[src/rtl/spi_evt_pkg.sv]
package spi_evt_pkg;
  localparam int REG_W       = 8;
  localparam int NFLAG       = 4;
  localparam int FLAG_LSB    = 2;
  localparam int IDX_OVR     = 0;
  localparam int IDX_UDR     = 1;
  localparam int IDX_SEL_ON  = 2;
  localparam int IDX_SEL_OFF = 3;
  localparam int BIT_EOT     = 7;
  localparam int ADDR_STATUS = 0;
  localparam int ADDR_IRQEN  = 1;
endpackage

[src/rtl/sel_edge_det.sv]
module sel_edge_det #(
  parameter int NSEL        = 2,
  parameter int SYNC_STAGES = 2
) (
  input  logic            clk,
  input  logic            rst,
  input  logic [NSEL-1:0] sel_n,
  output logic            any_on,
  output logic            any_off
);
  logic [NSEL-1:0] sync_q [SYNC_STAGES];
  logic [NSEL-1:0] prev_q;

  always_ff @(posedge clk) begin
    if (rst) sync_q[0] <= '1;
    else     sync_q[0] <= sel_n;
  end

  for (genvar s = 1; s < SYNC_STAGES; s++) begin : g_sync
    always_ff @(posedge clk) begin
      if (rst) sync_q[s] <= '1;
      else     sync_q[s] <= sync_q[s-1];
    end
  end

  always_ff @(posedge clk) begin
    if (rst) prev_q <= '1;
    else     prev_q <= sync_q[SYNC_STAGES-1];
  end

  // Active-low lines: falling level = select asserted
  assign any_on  = |(prev_q & ~sync_q[SYNC_STAGES-1]);
  assign any_off = |(~prev_q & sync_q[SYNC_STAGES-1]);
endmodule

[src/rtl/xfer_fault_det.sv]
module xfer_fault_det (
  input  logic clk,
  input  logic rst,
  input  logic master_mode,
  input  logic rx_char_start,
  input  logic rx_buf_full,
  input  logic tx_hold_full,
  input  logic tx_idle,
  input  logic tx_sclk_edge,
  output logic ovr_evt,
  output logic udr_evt,
  output logic rx_drop
);
  logic slave;
  assign slave   = ~master_mode;
  assign ovr_evt = slave & rx_char_start & rx_buf_full;
  assign udr_evt = slave & tx_idle & tx_sclk_edge & ~tx_hold_full;

  always_ff @(posedge clk) begin
    if (rst) rx_drop <= 1'b0;
    else     rx_drop <= ovr_evt;
  end
endmodule

[src/rtl/w1c_flag_bank.sv]
module w1c_flag_bank #(
  parameter int N = 4
) (
  input  logic         clk,
  input  logic         rst,
  input  logic [N-1:0] set,
  input  logic [N-1:0] clr,
  output logic [N-1:0] flags
);
  for (genvar i = 0; i < N; i++) begin : g_flag
    always_ff @(posedge clk) begin
      if (rst)         flags[i] <= 1'b0;
      else if (set[i]) flags[i] <= 1'b1;
      else if (clr[i]) flags[i] <= 1'b0;
    end
  end
endmodule

[src/rtl/xfer_end_ctl.sv]
module xfer_end_ctl (
  input  logic clk,
  input  logic rst,
  input  logic req,
  input  logic tx_idle,
  output logic eot,
  output logic delay_req
);
  logic done;
  assign done = eot & tx_idle;

  always_ff @(posedge clk) begin
    if (rst) begin
      eot       <= 1'b0;
      delay_req <= 1'b0;
    end else begin
      eot       <= req | (eot & ~tx_idle);
      delay_req <= done;
    end
  end
endmodule

[src/rtl/spi_evt_flags.sv]
module spi_evt_flags
  import spi_evt_pkg::*;
#(
  parameter int NSEL        = 2,
  parameter int SYNC_STAGES = 2,
  parameter int ADDR_W      = 1
) (
  input  logic              clk,
  input  logic              rst,
  input  logic              master_mode,
  input  logic              rx_char_start,
  input  logic              rx_buf_full,
  input  logic              tx_hold_full,
  input  logic              tx_idle,
  input  logic              tx_sclk_edge,
  input  logic [NSEL-1:0]   sel_n,
  input  logic              reg_wr,
  input  logic [ADDR_W-1:0] reg_addr,
  input  logic [REG_W-1:0]  reg_wdata,
  output logic [REG_W-1:0]  status,
  output logic              rx_drop,
  output logic              delay_req,
  output logic              irq
);
  logic wr_status, wr_irqen;
  logic ovr_evt, udr_evt, sel_on, sel_off, eot;
  logic [NFLAG-1:0] set_v, clr_v, flags, en_q;
  logic unused_wbits;

  assign wr_status = reg_wr & (reg_addr == ADDR_W'(ADDR_STATUS));
  assign wr_irqen  = reg_wr & (reg_addr == ADDR_W'(ADDR_IRQEN));
  assign unused_wbits = ^{reg_wdata[1:0], reg_wdata[6]};

  sel_edge_det #(.NSEL(NSEL), .SYNC_STAGES(SYNC_STAGES)) u_sel (
    .clk(clk), .rst(rst), .sel_n(sel_n), .any_on(sel_on), .any_off(sel_off)
  );

  xfer_fault_det u_fault (
    .clk(clk), .rst(rst), .master_mode(master_mode),
    .rx_char_start(rx_char_start), .rx_buf_full(rx_buf_full),
    .tx_hold_full(tx_hold_full), .tx_idle(tx_idle), .tx_sclk_edge(tx_sclk_edge),
    .ovr_evt(ovr_evt), .udr_evt(udr_evt), .rx_drop(rx_drop)
  );

  always_comb begin
    set_v              = '0;
    set_v[IDX_OVR]     = ovr_evt;
    set_v[IDX_UDR]     = udr_evt;
    set_v[IDX_SEL_ON]  = sel_on;
    set_v[IDX_SEL_OFF] = sel_off;
  end
  assign clr_v = {NFLAG{wr_status}} & reg_wdata[FLAG_LSB +: NFLAG];

  w1c_flag_bank #(.N(NFLAG)) u_flags (
    .clk(clk), .rst(rst), .set(set_v), .clr(clr_v), .flags(flags)
  );

  xfer_end_ctl u_end (
    .clk(clk), .rst(rst), .req(wr_status & reg_wdata[BIT_EOT]),
    .tx_idle(tx_idle), .eot(eot), .delay_req(delay_req)
  );

  always_ff @(posedge clk) begin
    if (rst) begin
      en_q <= '0;
      irq  <= 1'b0;
    end else begin
      if (wr_irqen) en_q <= reg_wdata[FLAG_LSB +: NFLAG];
      irq <= |(flags & en_q);
    end
  end

  always_comb begin
    status                       = '0;
    status[FLAG_LSB +: NFLAG]    = flags;
    status[BIT_EOT]              = eot;
  end
endmodule

[config.mk]
export PLATFORM = sky130hd
export DESIGN_NAME = spi_evt_flags
export DESIGN_NICKNAME = d
export VERILOG_FILES = /design/src/rtl/spi_evt_pkg.sv /design/src/rtl/sel_edge_det.sv /design/src/rtl/xfer_fault_det.sv /design/src/rtl/w1c_flag_bank.sv /design/src/rtl/xfer_end_ctl.sv /design/src/rtl/spi_evt_flags.sv
export SDC_FILE = /design/constraint.sdc
export NUM_CORES = 1
export LEC_CHECK = 0
export BUFFER_PORTS_ARGS = -buffer_cell sky130_fd_sc_hd__buf_2
export CAP_MARGIN = 20
export CORE_MARGIN = 1.5
export CORE_UTILIZATION = 45
export CTS_BUF_LIST = sky130_fd_sc_hd__clkbuf_4 sky130_fd_sc_hd__clkbuf_8 sky130_fd_sc_hd__clkbuf_16
export DETAILED_ROUTE_END_ITERATION = 10
export PLACE_DENSITY = 0.78
export SETUP_SLACK_MARGIN = 0.1
export SLEW_MARGIN = 5
export SYNTH_ARGS = -nofsm -noshare
export SYNTH_HDL_FRONTEND = slang
export SYNTH_SLANG_ARGS = --single-unit
[constraint.sdc]
create_clock -name clk -period 1.75 [get_ports clk]
set_input_delay 0.0875 -clock clk [delete_from_list [all_inputs] [get_ports clk]]
set_output_delay 0.0875 -clock clk [all_outputs]
set_load 0.02 [all_outputs]
== Word-level counts from Yosys, hierarchy flattened ==
Memory sizes are Yosys's and may differ from the RTL's.
Index checks and enable logic that the tools add are counted.
Cells by class
  multiplexer cells: 13
  bitwise logic cells: 23
  reductions and logical operators: 7
Operator list (count)
  2-to-1 mux 1 bit: 11
  bitwise AND 1 bit: 10
  bitwise AND 4 bit: 2
  nonzero test 2 bit: 4
  bitwise AND 2 bit: 2
  2-to-1 mux 2 bit: 2
  NOT 1 bit: 4
  NOT 2 bit: 2
  OR reduction 2 bit: 2
  OR reduction 4 bit: 1
  OR 1 bit: 3
Word-level totals
  register bits: 14
  bits in writable memories: 4
  input port bits: 20
  output and inout bits: 11
  word-level logic and storage cells: 54
  memories: 1
Memory list
  u_sel.sync_q: depth 2, width 2, read ports 2, clocked after memory_dff 0, write ports 2, line sel_edge_det.sv:11  | logic [NSEL-1:0] sync_q [SYNC_STAGES];

== Logic depth before layout (Yosys ltp) ==
Gate-level depths: netlist of the first run.
  depth after elaboration: 5
  depth in mapped cells: 3
  depth with buffers taken out: 3

== By module ==
From an unflattened synthesis of the first run, not the netlist that was laid out.
Second synthesis, totals
  cells, all modules: 76
  area, all modules: 743.2 um^2
By module, submodules not included
  spi_evt_flags: times used 1, cells each 33, area an instance 301.5 um^2
  sel_edge_det: times used 1, cells each 16, area an instance 180.2 um^2
  w1c_flag_bank: times used 1, cells each 16, area an instance 140.1 um^2
  xfer_end_ctl: times used 1, cells each 7, area an instance 66.3 um^2
  xfer_fault_det: times used 1, cells each 4, area an instance 55.1 um^2

== Worst setup path before layout of the first run ==
No wires, ideal clock.
  path type: register to register
  from: register, netlist name u_flags.flags[3]
  to: register u_flags.flags[3]
  library setup time: 0.070 ns
  arrival: 0.765 ns
  required time: 1.680 ns
  setup slack: 0.915 ns
  stages on the path, launching flop included: 3
  buffers on the path: 0
  period minus slack after synthesis: 0.835 ns
  cells stage by stage: dfxtp_1 -> a21bo_1 -> a21oi_1
RTL lines
  end signal: indexed assignment: line w1c_flag_bank.sv:12  | if (rst) flags[i] <= 1'b0;
  end signal: indexed assignment: line w1c_flag_bank.sv:13  | else if (set[i]) flags[i] <= 1'b1;
  end signal: indexed assignment: line w1c_flag_bank.sv:14  | else if (clr[i]) flags[i] <= 1'b0;
  end: declaration: line w1c_flag_bank.sv:8  | output logic [N-1:0] flags

== Worst setup path after layout of the first run ==
  from: register u_flags.flags[1]
  to: output port status[3]
RTL lines
  end: declaration: line spi_evt_flags.sv:20  | output logic [REG_W-1:0] status,
No word-level cell between the ends.

==> impl_metrics.tcl, run 1 <==
set metrics [dict create \
    outcome "completed" \
    clkLatencyLatePin_ns 0.28 \
    synth_top_family_by_area "simple AND/OR/NAND/NOR gates" \
    ant_nets 0 \
    num_vias 538 \
    async_flop_share_pct 0 \
    core_area_um2 1320 \
    drive_above_1_share_pct 36.5 \
    first_pass_iters 4 \
    power_uw 762 \
    regToRegSetupSlack_ns 1.00 \
    chipWidth_um 41.0 \
    hp-class "primary input to flop" \
    gp_congestion 0.642 \
    maxCapViolCount 0 \
    avgSynthCellArea_um2 9.57 \
    whs_ns 0.0348 \
    ctsHtreeMaxLevel 1 \
    drc 0 \
    worstHoldStart "rx_char_start" \
    cp_cell_sequence "buf_2" \
    grt_util_all_layers_pct 17.3 \
    ys_types 22 \
    ys_seq_area_share_pct 55.4 \
    clock-root-buffer "clkbuf_4" \
    syn_inst 68 \
    critPathMaxStageDelay_ns 0.38 \
    final_common_cell "buf_2" \
    crit_family "flip-flops" \
    clk_pin_slew_ns 0.10 \
    cp_num_buf_inv 1 \
    mostFrequentLayoutCells "buf_2, dfxtp_1, a21oi_1, nand2_1, or2_2" \
    wirelength_um 1170 \
    cts-resized-gates 0 \
    ys.flop_type "dfxtp_1" \
    fin_crit_ns 0.926 \
    nets 117 \
    synth_xor_area_share_pct 0 \
    synth-compound-area-share_pct 16.3 \
    cp_max_fo 3 \
    fmaxAchievable_ghz 1.08 \
    area_growth_pct 27.3 \
    cp.depth 1 \
    cp.arrival_ns 0.84 \
    critPathRequiredTime_ns 1.66 \
    pre_cts_ws_ns 0.950 \
    slew_violations 0 \
    syn-cell-area_um2 651 \
    wire_per_inst_um 10.5 \
    cp_slowest_cell "dfxtp_1" \
    netlist.area_leader.share_pct 55.4 \
    synth_simple_gate_area_share_pct 20.6 \
    synthMuxAreaShare_pct 0 \
    antenna_found_initial 0 \
    cts_setup_buffers 0 \
    seqCellArea_um2 360 \
    ys_warn_count 0 \
    synth-adder-area-share_pct 0 \
    first_iter_violations 7 \
    die_h_um 41.0 \
    hold_viol 0 \
    dp_hpwl_um 853 \
    fillers 114 \
    synth.largest_area_cell "dfxtp_1" \
    crit_type "flop to primary output" \
    multi_input_area_um2 251 \
    cp-endpoint "status[3]" \
    power.static_leakage_nw 0.395 \
    grt_pass1_vias 455 \
    cts_sinks 18 \
    reg2reg_depth 2 \
    cellPowerDensity_nw_per_um2 920 \
    setup_viol 0 \
    utilization_pct 62.9 \
    fp-row-count 13 \
    tns_ns 0 \
    worstReg2RegEnd "u_flags.flags[3]" \
    n_antenna_cell 0 \
    ios 31 \
    start_kind "flop" \
    r2r-start "u_flags.flags[3]" \
    synth-edff-count 0 \
    io_buffers 24 \
    critPathCaptureType "primary output" \
    grt_max_degree 17 \
    fin_skew_ns 0.00206 \
    cts_tree "built" \
    ys_ff_latch 18 \
    fin_crit_sh_pct 52.9 \
    synth.area.top_cells "dfxtp_1, or2_2, a21oi_1" \
    fin_ws_ns 0.824 \
    grt_pass1_wl_um 1880 \
    die-area_um2 1680 \
    clock_path_buffers 2 \
    cts_made_buffers 3 \
    max-vdd-ir-drop_uv 541 \
    vias_per_cell 4.85 \
    rsz0062_at_grt "false" \
    grt_overflow_total 0 \
    startpoint "u_flags.flags[1]" \
    initial_core_util_pct 49.4 \
]
-- power by group --
part | internal, mW | leakage (nW) | switching (mW)
combinational | 0.0395 | 0.226 | 0.0457
sequential | 0.426 | 0.147 | 0.00851
clock | 0.126 | 0.0210 | 0.115
-- cell type report --
class / count / share of cell area [%]
Sequential cell: 18 / 43.5
Clock buffer: 4 / 4.38
Timing Repair Buffer: 27 / 18.1
Tap cell: 15 / 2.27
Inverter: 3 / 1.36
Multi-Input combinational cell: 44 / 30.4
-- stage by stage --
| step | cell area (um2) | instances |
|---|---|---|
| floorplan | 658 | 70 |
| global placement | 762 | 104 |
| detailed placement | 762 | 104 |
| CTS | 828 | 111 |
| global route | 828 | 111 |
| finish | 828 | 111 |
-- metal layers --
metal	track usage, %	vias up	part of all wire (%)
met2	25.0	17	48
met3	3.26	2	5.0
met5	0	-	0
met1	23.7	240	46
li1	-	279	-
met4	10.0	0	1.2
-- kinds of logic (layout without fill, tap and decap cells) --
logic type	count (synthesis)	count (layout)
AOI/OAI and AO/OA	16	16
buffers and inverters	8	34
DFF	18	18
other	1	3
and+or+nand+nor	25	25
-- Yosys cell counts (3+ instances only) --
cell / n
a22oi_1: 3
a21oi_1: 7
nand2_1: 7
nand3_1: 4
inv_1: 3
nor2_1: 3
or2_2: 6
dfxtp_1: 18
buf_4: 4
-- how the worst min path moves through the flow --
stage	to	slack (ns)	cells past startpoint
floorplan	u_fault.rx_drop	0.17	1
global placement	u_sel.sync_q[0][0]	0.27	2
detailed placement	u_sel.sync_q[0][0]	0.27	2
CTS	u_fault.rx_drop	0.03	3
global route	u_fault.rx_drop	0.05	3
finish	u_fault.rx_drop	0.03	3
-- state kept, by name (all words and copies together), names as in the netlist --
signal           flops
en_q                 4
irq                  1
u_end.delay_req      1
u_end.eot            1
u_fault.rx_drop      1
u_flags.flags        4
u_sel.prev_q         2
u_sel.sync_q         4
-- repair_timing --
action                                  4_1_cts  5_1_grt
endpoints found under the hold margin         3        0
endpoints found under the setup margin        0        0
hold buffers                                  3        0
Note: power is estimated with default switching activity, not from simulation.
==> run 2, diff against run 1 <==
ABC_AREA = 1   (was not set)
CORE_UTILIZATION = 44   (was 45)
PLACE_DENSITY = 0.75   (was 0.78)
clock period = 0.9 ns   (was 1.75 ns; I/O delays follow)
==> impl_metrics.tcl, run 2 <==
set metrics [dict create \
    clkLatencyLatePin_ns 0.29 \
    wirelength_um 1460 \
    synth.largest_area_cell "dfxtp_1" \
    synth_commonest_cells "nand2_1, dfxtp_1, nor2_1, inv_1" \
    netlist.area_leader.share_pct 51.7 \
    clock_path_buffers 2 \
    dp.cells 129 \
    grt_pass1_wl_um 2440 \
    drc 0 \
    synth-edff-count 0 \
    power.static_leakage_nw 0.515 \
    clk_pin_slew_ns 0.10 \
    cts_tree "built" \
    tns_ns 0 \
    cts_sinks 18 \
    setup_viol 0 \
    drive_above_1_share_pct 35.7 \
    cts_made_buffers 3 \
    fin_ws_ns 0.0542 \
    critPathMaxStageDelay_ns 0.35 \
    ys_types 17 \
    start_kind "flop" \
    critPathCaptureType "flop" \
    worst_path_most_repeated_cell "nand2_2" \
    ant_nets 0 \
    rsz0062_at_grt "true" \
    fin_crit_ns 0.846 \
    reg_top3 "en_q (4), u_flags.flags (4), u_sel.sync_q (4)" \
    grt_pass1_vias 609 \
    nets 148 \
    hold_viol 0 \
    fp-row-count 14 \
    cp_max_fo 2 \
    hp-class "primary input to flop" \
    grt_use_met3_pct 4.68 \
    syn_inst 92 \
    utilization_pct 66.2 \
    wire_per_inst_um 10.3 \
    ys.flop_type "dfxtp_1" \
    clock-root-buffer "clkbuf_4" \
    core_area_um2 1490 \
    cp_slowest_cell "dfxtp_2" \
    critPathRequiredTime_ns 1.09 \
    cp-endpoint "irq" \
    ctsHtreeMaxLevel 1 \
    fmaxAchievable_ghz 1.18 \
    maxCapViolCount 0 \
    startpoint "u_flags.flags[1]" \
    r2r-start "u_flags.flags[1]" \
    async_flop_share_pct 0 \
    syn-cell-area_um2 697 \
    globalRoute.busiestLayer "met2" \
    fin_skew_ns 0.00725 \
    first_iter_violations 10 \
    fin_crit_sh_pct 94.0 \
    dp_hpwl_um 902 \
    worstReg2RegEnd "irq" \
    die_h_um 42.8 \
    gp_congestion 0.784 \
    cp.arrival_ns 1.03 \
    ys_seq_area_share_pct 51.7 \
    initial_core_util_pct 46.8 \
    antenna_found_initial 0 \
    crit_type "flop to flop" \
    mostFrequentLayoutCells "nand2_1, buf_2, nor2_1, inv_1, dfxtp_1" \
    ys_ff_latch 18 \
    num_vias 657 \
    synth.area.top_cells "dfxtp_1, nand2_1, nor2_1" \
    n_antenna_cell 0 \
    max-vdd-ir-drop_uv 860 \
    pre_cts_ws_ns 0.169 \
    cp_cell_sequence "buf_6 > nand2_2 > nand2_2 > nor2_2 > nor2_1" \
    met1_usage_pct 19.4 \
    ys_warn_count 0 \
    first_pass_iters 4 \
    grt_overflow_total 0 \
    regToRegSetupSlack_ns 0.05 \
    vias_per_cell 4.63 \
    cellPowerDensity_nw_per_um2 1480 \
    chipWidth_um 42.8 \
    die-area_um2 1830 \
    fin_cells 142 \
    grt_max_degree 13 \
    avgSynthCellArea_um2 7.58 \
    ios 31 \
    reg2reg_depth 5 \
    io_buffers 24 \
    grt_util_all_layers_pct 18.1 \
    use_met2_pct 32.1 \
    outcome "completed" \
    final_common_cell "nand2_1" \
    area_growth_pct 41.5 \
    slew_violations 0 \
    synth_most_common_cell "nand2_1" \
]
[run 2: cell types whose count changed in the layout (fill, tap and decap cells not counted), moves of 4 or more]
cell and change:
nand2_1 +14, buf_6 +9, a21oi_1 -5, or2_2 -5, dfxtp_2 +7, buf_2 -8
nor2_1 +10, o21ai_0 +4, dfxtp_1 -7, inv_1 +9
[run 2: per-layer routing]
| metal | vias up | routed length (um) |
|---|---|---|
| li1 | 341 | - |
| met1 | 288 | 580 |
| met2 | 24 | 780 |
| met3 | 4 | 78 |
| met4 | 0 | 19 |
| met5 | - | 0 |
[run 2: repair_timing]
item / 4_1_cts / 5_1_grt
gates resized for setup: 20 / 7
endpoints found under the hold margin: 5 / 0
buffers inserted: 3 / 1
hold buffers: 6 / 0
setup endpoints to repair: 8 / 9
pin swaps: 0 / 3
[run 2: through the flow]
step / hold slack, ns / area, um2 / power, mW
global route: 0.0271 / 986 / 1.54
floorplan: 0.142 / 704 / 0.984
CTS: 0.00719 / 958 / 1.47
finish: 0.00786 / 986 / 1.46
detailed placement: 0.224 / 803 / 1.04
global placement: 0.220 / 803 / 1.03
[run 2: layout make-up]
cell class                 instances  area (um2)
inverter                          13        50.0
tap                               16        20.0
timing repair buffer              34         264
multi-input combinational         58         260
fill                             133         503
sequential                        18         369
clock buffer                       3        22.5
[run 2: worst min-delay path by stage]
| stage | start | cells past startpoint | endpoint | slack (ns) |
|---|---|---|---|---|
| after CTS | reg_wdata[3] | 4 | u_flags.flags[1] | 0.007 |
| after detailed placement | sel_n[0] | 2 | u_sel.sync_q[0][0] | 0.22 |
| after floorplan | sel_n[0] | 1 | u_sel.sync_q[0][0] | 0.14 |
| after global routing | reg_wdata[4] | 3 | en_q[2] | 0.03 |
| final | reg_wdata[3] | 4 | u_flags.flags[1] | 0.008 |
| after global placement | sel_n[0] | 2 | u_sel.sync_q[0][0] | 0.22 |
[run 2: worst max-delay path, delay by kind of cell, from the launching register on]
| family | cells | cell delay, ns |
|---|---|---|
| buffers and inverters | 1 | 0.12 |
| flip-flops | 1 | 0.35 |
| AND/OR/NAND/NOR | 4 | 0.28 |
[run 2: logic make-up (layout without fill, tap and decap cells)]
| family | after synthesis | after routing | synth area share [%] |
|---|---|---|---|
| compound gates | 8 | 8 | 6.46 |
| buf+inv | 18 | 50 | 13.1 |
| flops | 18 | 18 | 51.7 |
| other cells | 1 | 3 | 0.538 |
| simple gates | 47 | 47 | 28.2 |
[run 2: power breakdown]
group / switching [mW] / internal [mW]
logic: 0.113 / 0.110
clock network: 0.225 / 0.155
registers: 0.0216 / 0.836
total: 0.360 / 1.10
==> run 3, diff against run 2 <==
CORE_MARGIN = not set   (was 1.5)
RECOVER_POWER = 100   (was not set)
==> impl_metrics.tcl, run 3 (synthesis gave the netlist of run 2 again) <==
set metrics [dict create \
    antenna_found_initial 0 \
    reg_top3 "en_q (4), u_flags.flags (4), u_sel.sync_q (4)" \
    fmaxAchievable_ghz 1.21 \
    fin_crit_ns 0.830 \
    nets 149 \
    hp-class "primary input to flop" \
    grt_overflow_total 0 \
    vias_per_cell 4.49 \
    crit_type "flop to primary output" \
    start_kind "flop" \
    num_vias 647 \
    cts_made_buffers 3 \
    cp_slowest_cell "dfxtp_2" \
    grt_pass1_vias 565 \
    fp-row-count 14 \
    critPathMaxStageDelay_ns 0.34 \
    initial_core_util_pct 46.8 \
    area_growth_pct 43.1 \
    wirelength_um 1350 \
    dp_hpwl_um 922 \
    grt_util_all_layers_pct 16.8 \
    ios 31 \
    mostFrequentLayoutCells "nand2_1, buf_2, nor2_1, dfxtp_1, inv_1" \
    drc 0 \
    power_mw 1.57 \
    fin_crit_sh_pct 92.2 \
    power.static_leakage_nw 0.519 \
    drive_above_1_share_pct 32.8 \
    max-vdd-ir-drop_uv 941 \
    outcome "completed" \
    io_buffers 24 \
    n_antenna_cell 0 \
    final_common_cell "nand2_1" \
    maxCapViolCount 0 \
    cp_cell_sequence "clkbuf_2" \
    tns_ns 0 \
    grt_pass1_wl_um 2210 \
    wire_per_inst_um 9.39 \
    cellPowerDensity_nw_per_um2 1570 \
    gp_congestion 0.710 \
    clkLatencyLatePin_ns 0.29 \
    ant_nets 0 \
    crit_family "flip-flops" \
    slew_violations 0 \
    rsz0062_at_grt "true" \
    clock_path_buffers 2 \
    chipWidth_um 41.8 \
    cp.arrival_ns 0.78 \
    cts_sinks 18 \
    fin_skew_ns 0.00616 \
    clock-root-buffer "clkbuf_4" \
    first_pass_iters 2 \
    cp_max_fo 2 \
    die-area_um2 1750 \
    core_area_um2 1490 \
    cts_tree "built" \
    hold_viol 0 \
    grt_max_degree 13 \
    setup_viol 0 \
    first_iter_violations 4 \
    cp_num_buf_inv 1 \
    critPathRequiredTime_ns 0.85 \
    ctsHtreeMaxLevel 1 \
    critPathCaptureType "primary output" \
    clk_pin_slew_ns 0.10 \
    die_h_um 41.8 \
]
==> run 3: cell types whose count changed in the layout (fill, tap and decap cells not counted), moves of 2 or more <==
| cell | delta |
|---|---|
| dfxtp_2 | -3 |
| buf_4 | -2 |
| dfxtp_1 | +3 |
| clkbuf_1 | +2 |
==> run 3: what timing repair did <==
item,in CTS,in global routing
setup endpoints to repair,8,10
pin swaps,0,5
hold endpoints to repair,5,0
gates resized for setup,20,10
buffers inserted,5,0
hold buffers,6,0
==> run 3: through the flow <==
step / instances / hold WS [ns] / cell area [um2] / util (%) / worst slack, ns
3_5_place_dp: 129 / 0.225 / 803 / 53.9 / 0.156
4_1_cts: 144 / 0.00792 / 987 / 66.3 / 0.0924
5_1_grt: 144 / 0.0220 / 997 / 67.0 / 0.0281
6_report: 144 / 0.0172 / 997 / 67.0 / 0.0704
3_3_place_gp: 129 / 0.220 / 803 / 53.9 / 0.147
2_1_floorplan: 94 / 0.142 / 704 / - / 0.173
==> run 3: worst min-delay path: stages <==
cell	delay, ns
buf_2	0.09
nand2_1	0.04
nand3_1	0.06
nand2_1	0.04
==> run 3: power breakdown <==
| group | switching [mW] | internal (mW) |
|---|---|---|
| clock | 0.237 | 0.246 |
| combinational | 0.114 | 0.112 |
| sequential | 0.0201 | 0.836 |
==> run 3: final cells by class <==
cell class	instances	area (um2)
clock buffers	4	36.3
fillers	131	492
inverters	13	50.0
multi-input cells	58	262
flip-flops and latches	18	365
well taps	16	20.0
repair buffers	35	264
==> run 3: per-layer routing <==
layer  vias up  wire length, um  GRT usage (%)
met4         0               13           7.74
li1        343                -              -
met5         -                0              0
met1       283              612           18.6
met3         2               62           4.78
met2        19              663           29.4
==> run 3: final timing paths <==
check                          start                  to  slack [ns]  cells after the start
hold / removal          reg_wdata[3]    u_flags.flags[1]        0.02                      4
setup / recovery    u_flags.flags[0]           status[2]        0.07                      1
hold reg to reg   u_sel.sync_q[0][1]  u_sel.sync_q[1][1]        0.43                      1
setup reg to reg    u_flags.flags[1]                 irq        0.10                      5
